**config.mk**
```make
export PLATFORM = sky130hd
export DESIGN_NAME = page_xlate
export DESIGN_NICKNAME = d
export VERILOG_FILES = /design/src/rtl/xlate_pkg.sv /design/src/rtl/xl_addr_split.sv /design/src/rtl/xl_pte_check.sv /design/src/rtl/xl_ctrl.sv /design/src/rtl/page_xlate.sv
export SDC_FILE = /design/constraint.sdc
export NUM_CORES = 1
export LEC_CHECK = 0
export CORE_UTILIZATION = 45
export DETAILED_ROUTE_END_ITERATION = 16
export DONT_BUFFER_PORTS = 1
export HOLD_SLACK_MARGIN = 0.06
export PLACE_DENSITY_LB_ADDON = 0.3
export SLEW_MARGIN = 0
export SYNTH_ARGS = -nofsm -noshare
export SYNTH_HDL_FRONTEND = slang
export SYNTH_HIERARCHICAL = 1
export SYNTH_SLANG_ARGS = --single-unit
```
**constraint.sdc**
```tcl
create_clock -name clk -period 2.8 [get_ports clk]
set_input_delay 0.42 -clock clk [delete_from_list [all_inputs] [get_ports clk]]
set_output_delay 0.42 -clock clk [all_outputs]
set_load 0.01 [all_outputs]
```
**src/rtl/xlate_pkg.sv**
```systemverilog
package xlate_pkg;

    localparam int PTE_SHIFT = 2;   // table entries are 4 bytes wide
    localparam int FLAG_W    = 3;   // present, read, write

    typedef enum logic [1:0] {
        FLT_NONE   = 2'b00,
        FLT_ABSENT = 2'b01,
        FLT_PROT   = 2'b10
    } fault_e;

    typedef enum logic [1:0] {
        ST_IDLE,
        ST_ISSUE,
        ST_WAIT
    } xl_state_e;

    // Field order matches entry bits [2:0]: write, read, present
    typedef struct packed {
        logic wr_ok;
        logic rd_ok;
        logic present;
    } pte_flags_t;

    // Present is judged first, rights second
    function automatic fault_e judge_access(input pte_flags_t f, input logic is_write);
        if (!f.present) begin
            return FLT_ABSENT;
        end
        if (is_write ? !f.wr_ok : !f.rd_ok) begin
            return FLT_PROT;
        end
        return FLT_NONE;
    endfunction

endpackage

```
**src/rtl/xl_addr_split.sv**
```systemverilog
module xl_addr_split
    import xlate_pkg::*;
#(
    parameter int VA_W  = 32,
    parameter int PA_W  = 32,
    parameter int OFS_W = 10
) (
    input  logic [VA_W-1:0]  vaddr,
    input  logic [PA_W-1:0]  base,
    output logic [OFS_W-1:0] ofs,
    output logic [PA_W-1:0]  entry_addr
);
    localparam int VPN_W    = VA_W - OFS_W;
    localparam int SCALED_W = VPN_W + PTE_SHIFT;

    logic [VPN_W-1:0] vpn;
    logic [PA_W-1:0]  scaled;

    assign vpn = vaddr[VA_W-1:OFS_W];
    assign ofs = vaddr[OFS_W-1:0];

    generate
        if (SCALED_W >= PA_W) begin : g_trunc
            assign scaled = PA_W'({vpn, {PTE_SHIFT{1'b0}}});
        end else begin : g_ext
            assign scaled = {{(PA_W-SCALED_W){1'b0}}, vpn, {PTE_SHIFT{1'b0}}};
        end
    endgenerate

    assign entry_addr = base + scaled;

endmodule

```
**src/rtl/xl_pte_check.sv**
```systemverilog
module xl_pte_check
    import xlate_pkg::*;
#(
    parameter int PA_W  = 32,
    parameter int OFS_W = 10
) (
    input  logic [PA_W-1:0]  entry,
    input  logic [OFS_W-1:0] ofs,
    input  logic             is_write,
    output logic [PA_W-1:0]  paddr,
    output fault_e           fault
);
    localparam logic [PA_W-1:0] FRAME_MASK = {{(PA_W-OFS_W){1'b1}}, {OFS_W{1'b0}}};

    pte_flags_t flags;

    assign flags = pte_flags_t'(entry[FLAG_W-1:0]);

    always_comb begin
        fault = judge_access(flags, is_write);
        if (fault == FLT_NONE) begin
            paddr = (entry & FRAME_MASK) | {{(PA_W-OFS_W){1'b0}}, ofs};
        end else begin
            paddr = '0;
        end
    end

endmodule

```
**src/rtl/xl_ctrl.sv**
```systemverilog
module xl_ctrl
    import xlate_pkg::*;
(
    input  logic clk,
    input  logic rst,
    input  logic req_valid,
    output logic req_ready,
    output logic mem_rd_valid,
    input  logic mem_rd_ready,
    input  logic mem_rsp_valid,
    output logic accept,
    output logic finish
);
    xl_state_e state_q;

    always_ff @(posedge clk) begin
        if (rst) begin
            state_q <= ST_IDLE;
        end else begin
            case (state_q)
                ST_IDLE:  if (req_valid)     state_q <= ST_ISSUE;
                ST_ISSUE: if (mem_rd_ready)  state_q <= ST_WAIT;
                ST_WAIT:  if (mem_rsp_valid) state_q <= ST_IDLE;
                default:                     state_q <= ST_IDLE;
            endcase
        end
    end

    assign req_ready    = (state_q == ST_IDLE);
    assign mem_rd_valid = (state_q == ST_ISSUE);
    assign accept       = req_valid && req_ready;
    assign finish       = (state_q == ST_WAIT) && mem_rsp_valid;

    AST_BUSY_AFTER_ACCEPT: assert property (@(posedge clk) disable iff (rst)
        (req_valid && req_ready) |=> !req_ready);

    AST_NO_READ_WHEN_READY: assert property (@(posedge clk) disable iff (rst)
        mem_rd_valid |-> !req_ready);

endmodule

```
**src/rtl/page_xlate.sv**
```systemverilog
module page_xlate
    import xlate_pkg::*;
#(
    parameter int VA_W  = 32,
    parameter int PA_W  = 32,
    parameter int OFS_W = 10
) (
    input  logic             clk,
    input  logic             rst,
    input  logic             req_valid,
    output logic             req_ready,
    input  logic [VA_W-1:0]  req_vaddr,
    input  logic             req_write,
    input  logic [PA_W-1:0]  pt_base,
    output logic             mem_rd_valid,
    input  logic             mem_rd_ready,
    output logic [PA_W-1:0]  mem_rd_addr,
    input  logic             mem_rsp_valid,
    input  logic [PA_W-1:0]  mem_rsp_data,
    output logic             done,
    output logic [PA_W-1:0]  done_paddr,
    output logic [1:0]       done_fault
);
    logic             accept;
    logic             finish;
    logic [OFS_W-1:0] ofs_d;
    logic [PA_W-1:0]  eaddr_d;
    logic [OFS_W-1:0] ofs_q;
    logic [PA_W-1:0]  eaddr_q;
    logic             wr_q;
    logic [PA_W-1:0]  paddr_d;
    fault_e           fault_d;
    logic             done_q;
    logic [PA_W-1:0]  paddr_q;
    fault_e           fault_q;

    xl_ctrl u_ctrl (
        .clk          (clk),
        .rst          (rst),
        .req_valid    (req_valid),
        .req_ready    (req_ready),
        .mem_rd_valid (mem_rd_valid),
        .mem_rd_ready (mem_rd_ready),
        .mem_rsp_valid(mem_rsp_valid),
        .accept       (accept),
        .finish       (finish)
    );

    xl_addr_split #(.VA_W(VA_W), .PA_W(PA_W), .OFS_W(OFS_W)) u_split (
        .vaddr     (req_vaddr),
        .base      (pt_base),
        .ofs       (ofs_d),
        .entry_addr(eaddr_d)
    );

    xl_pte_check #(.PA_W(PA_W), .OFS_W(OFS_W)) u_check (
        .entry   (mem_rsp_data),
        .ofs     (ofs_q),
        .is_write(wr_q),
        .paddr   (paddr_d),
        .fault   (fault_d)
    );

    // Request capture: base and address are frozen at acceptance
    always_ff @(posedge clk) begin
        if (rst) begin
            ofs_q   <= '0;
            eaddr_q <= '0;
            wr_q    <= 1'b0;
        end else if (accept) begin
            ofs_q   <= ofs_d;
            eaddr_q <= eaddr_d;
            wr_q    <= req_write;
        end
    end

    // Result register
    always_ff @(posedge clk) begin
        if (rst) begin
            done_q  <= 1'b0;
            paddr_q <= '0;
            fault_q <= FLT_NONE;
        end else begin
            done_q <= finish;
            if (finish) begin
                paddr_q <= paddr_d;
                fault_q <= fault_d;
            end
        end
    end

    assign mem_rd_addr = eaddr_q;
    assign done        = done_q;
    assign done_paddr  = paddr_q;
    assign done_fault  = fault_q;

    AST_RD_HOLD: assert property (@(posedge clk) disable iff (rst)
        (mem_rd_valid && !mem_rd_ready) |=> (mem_rd_valid && $stable(mem_rd_addr)));

    AST_DONE_PULSE: assert property (@(posedge clk) disable iff (rst)
        done |=> !done);

    AST_DONE_AFTER_RSP: assert property (@(posedge clk) disable iff (rst)
        done |-> $past(mem_rsp_valid));

    AST_OFFSET_PASS: assert property (@(posedge clk) disable iff (rst)
        (done && done_fault == FLT_NONE) |-> (done_paddr[OFS_W-1:0] == $past(ofs_q)));

    AST_FAULT_NO_ADDR: assert property (@(posedge clk) disable iff (rst)
        (done && done_fault != FLT_NONE) |-> (done_paddr == '0));

endmodule

```
==> results.md <==
- The sink count of the clock tree is 80.
- The routed design has roughly 9800 µm of wire.
- The count of final max-slew check failures is 0.
- The combined area of all synthesized cells is 4750 µm².
- The maximum number of pins on one net before global-route repair is about 80.
- Power spread over the standard cell area amounts to between 500 and 600 nW/µm².
- STA classifies the critical path startpoint as a primary input.
- Adding up every negative setup slack in the final design gives 0 ps.
- Setup violations remaining at the end of the flow were counted as 0.
- Once layout is complete, the cells apart from fillers number 630.
- The count of different cell masters after synthesis is 57.
- The initial standard-cell utilization of the core is 0.462.
- The post-layout worst setup margin is about 600 ps.
- The worst clock skew is just under 8 ps.
- The share of async-settable or async-resettable flops after synthesis is 0.
- The largest single stage delay on the critical path is slightly below 400 ps.
- The synthesized area per cell is roughly 9.2 µm².
- In the post-synthesis netlist, the biggest area contributors are sky130_fd_sc_hd__dfxtp_1 (34%), sky130_fd_sc_hd__mux2i_1 (17%), sky130_fd_sc_hd__nor2_1 (7.3%).
- The vertical extent of the die is roughly 100 µm.
- The number of nets handed over by synthesis was 639.
- The number of routed nets with antenna violations is 0.
- The top cell types in the final layout, fill and taps aside, are sky130_fd_sc_hd__nor2_1 (91), sky130_fd_sc_hd__mux2i_1 (80), sky130_fd_sc_hd__dfxtp_1 (80), sky130_fd_sc_hd__and3_1 (35), sky130_fd_sc_hd__ha_1 (22).
- The arrival time of data at the critical path endpoint is roughly 2500 ps.
- In this run the number of H-tree levels came out at 3.
- The start-to-end type of the worst setup path is in2reg.
- The post-synthesis sequential area ratio is 0.337.
- The first global-routing pass estimated around 16,000 µm of wire.
- In this run the standard cell core region covers 10,300 µm².
- The die outline width is between 100 and 150 µm.
- The initialized floorplan defines 37 standard-cell rows.
- For this run, design rule violations remaining after detail routing come to 0.
- The run finished with clean final reports.
- Among all stages on the critical path, the largest delay is contributed by sky130_fd_sc_hd__fa_1.
- The number of top-level pins is about 170.
- After clock tree synthesis, the repair step resized 0 gates.
- The number of buffers inserted by port buffering is 0.
- The worst vdd rail ir drop is between 0.2 and 0.25 mV.
- The final-report hold violation count came to 0.
- The area enclosed by the die boundary is roughly 11,000 µm².
- The number of buffers on the longest clock path is 2.
- The shortest period the worst path allows is roughly 2200 ps.
- Summed over all layers, the global routing overflow is 0.
- Leaving out fill and tap cells, the most frequent cell in the layout is sky130_fd_sc_hd__nor2_1.
- The most numerous cell type found on the critical path is sky130_fd_sc_hd__nor2_1.
- After detailed routing, the average wire length per cell comes to between 15 and 20 µm.
- STA classifies the critical path endpoint as a flop.
- The slew of the pin with the lowest slew margin is 519 ps.
- The area share of the largest cell type after synthesis is 0.337.
- For this run, the total global-route usage over all layers was measured as 0.179.
- The leakage power summed over all cells is about 2.1 nW.
- The class of the tightest hold or removal check is in2reg.
- The number of antenna diodes in the final layout is 0.
- The total power is ~0.0028 W.
- The number of detailed-route iterations in the first pass is 4.
- The detailed router's first-iteration violation count is about 220.
- Walking the worst path, the cells encountered are ha_1 > inv_1 > fa_1 > nor2b_1 > o2111ai_1 > a31oi_1 > nor2_1 > a211oi_2 > xor2_1 > mux2i_1 > nor2_1.
- After legalization and detailed placement, the total HPWL measured between 7000 and 8000 µm.
- Counting flops and latches in the post-synthesis netlist gives 80.
- The worst slack at placement is 250 ps.
- The post-CTS setup repair buffer count is 0.
- The commonest register cell after synthesis is sky130_fd_sc_hd__dfxtp_1.
- The area growth from synthesis to final layout is 1.92%.
- Routability-driven placement finished with a final weighted congestion of ~0.78.
- The cell count after synthesis came out at between 500 and 600.
- The total number of yosys warnings is 6.
- The detailed router placed roughly 3,400 vias in this run.
- The number of global-route vias before repair was about 3,300.
- In this run the worst path has a maximum fanout of 3.
- In the final layout, the share of cells above drive strength 1 is 0.0789.
- In this run the most critical hold path is launched from rst.
- The core utilization of the finished layout is 0.471.
- In this run the tightest slew margin relative to its limit is 0.645.
- The tool flagged a number of max-cap violations equal to 0.
- The later-pin clock latency in the skew report is ~350 ps.
- In this run, placement finished with an instance count of 614.
- The maximum achievable frequency is 453 MHz.
- The via count normalized by instance count is 5.47.
- Clock-pin slew was measured on the worst setup and hold paths at about 90 ps.
- TritonCTS built the clock tree.
- Setup repair after global routing left no endpoint under its margin.
- The fraction of the cycle the final worst path needs is 0.789.
- The number of enable-type register cells in the synthesized netlist is 0.
- TritonCTS created 9 clock buffers.
- The number of antenna violations at the first check in global routing is 0.
- The number of nets in the layout is roughly 600.
- In this run, post-CTS hold repair placed 0 buffers.
- The root buffer cell chosen for the clock tree is sky130_fd_sc_hd__clkbuf_8.
- The worst setup path startpoint is req_vaddr[10].
- In this run the critical register-to-register path is launched from u_ctrl/state_q[0].
- The synthesized design spends more area on one cell type than any other, namely sky130_fd_sc_hd__dfxtp_1.
- STA puts the critical path data required time at about 3100 ps.
critical path, delay by kind of cell:
kind            cells  cell delay, ps
fa+ha+maj           2             540
buf+inv             1              60
mux                 1              90
xor+xnor            1             180
simple gates        3             450
compound gates      3             760
power breakdown:
| group | internal (W) | leakage (nW) | total [W] | switching, W |
|---|---|---|---|---|
| Clock | 0.000603 | 0.122 | 0.00105 | 0.000446 |
| Sequential | 0.00120 | 0.652 | 0.00127 | 0.0000688 |
| Combinational | 0.000226 | 1.29 | 0.000490 | 0.000264 |
| Total | 0.00203 | 2.07 | 0.00281 | 0.000779 |
cell type report:
cell class                 count  area, µm²
tap                          136        170
clock buffer                   9        124
timing repair buffer           4       30.0
clock inverter                 7        126
multi-input combinational    386       2760
sequential                    80       1600
fill                        1016       5440
inverter                       8       30.0
path summary, 6_finish.rpt:
path                     end  slack [ps]  cells past startpoint
max          mem_rd_addr[20]         590                     11
min           done_paddr[11]         130                      1
max reg2reg   mem_rd_addr[1]         860                      5
min reg2reg         ofs_q[6]         490                      2
cells by family after synthesis:
group,share of synthesized area
AOI/OAI and AO/OA,0.109
xor gates and xnor gates,0.0442
adders and majority gates,0.0622
buffers and inverters,0.0837
DFF,0.337
muxes,0.172
and+or+nand+nor,0.192
sequential cells by signal (all words and copies together) (netlist names):
register / count
mem_rd_addr: 32
done: 1
done_paddr: 32
done_fault: 2
wr_q: 1
ofs_q: 10
u_ctrl/state_q: 2
synth_stat cells, types with 2 or more instances:
library cell and instances:
sky130_fd_sc_hd__nor2_1 92, sky130_fd_sc_hd__dfxtp_1 80, sky130_fd_sc_hd__a21o_1 9, sky130_fd_sc_hd__nand2b_1 3, sky130_fd_sc_hd__buf_6 7, sky130_fd_sc_hd__o21ai_0 7
sky130_fd_sc_hd__clkbuf_1 9, sky130_fd_sc_hd__buf_4 12, sky130_fd_sc_hd__a21oi_1 17, sky130_fd_sc_hd__ha_1 22, sky130_fd_sc_hd__buf_12 7, sky130_fd_sc_hd__nand3_1 9
sky130_fd_sc_hd__a2111oi_0 2, sky130_fd_sc_hd__xor2_1 13, sky130_fd_sc_hd__buf_2 5, sky130_fd_sc_hd__mux2i_1 80, sky130_fd_sc_hd__a21boi_1 3, sky130_fd_sc_hd__and3_2 3
sky130_fd_sc_hd__xnor2_1 11, sky130_fd_sc_hd__nor2b_1 3, sky130_fd_sc_hd__nand4_1 4, sky130_fd_sc_hd__o21bai_1 2, sky130_fd_sc_hd__a211oi_1 3, sky130_fd_sc_hd__and2_1 5
sky130_fd_sc_hd__o21a_1 4, sky130_fd_sc_hd__nand2_1 17, sky130_fd_sc_hd__nor3_1 7, sky130_fd_sc_hd__o2111ai_1 2, sky130_fd_sc_hd__and3_1 35, sky130_fd_sc_hd__a21oi_2 3
sky130_fd_sc_hd__or3_1 2, sky130_fd_sc_hd__inv_1 8, sky130_fd_sc_hd__a31oi_1 4
per-layer routing:
layer	GRT usage	wire length, µm
met5	0	0
met4	0.0755	126
met3	0.0549	844
met2	0.292	4580
met1	0.219	4280
stage by stage:
stage / hold slack [ps] / instance area (µm²)
4_1_cts: 102 / 4840
2_1_floorplan: 452 / 4750
3_3_place_gp: 466 / 4590
3_5_place_dp: 473 / 4590
6_report: 131 / 4840
5_1_grt: 99.5 / 4840
Power figures use the tool's default switching activity.
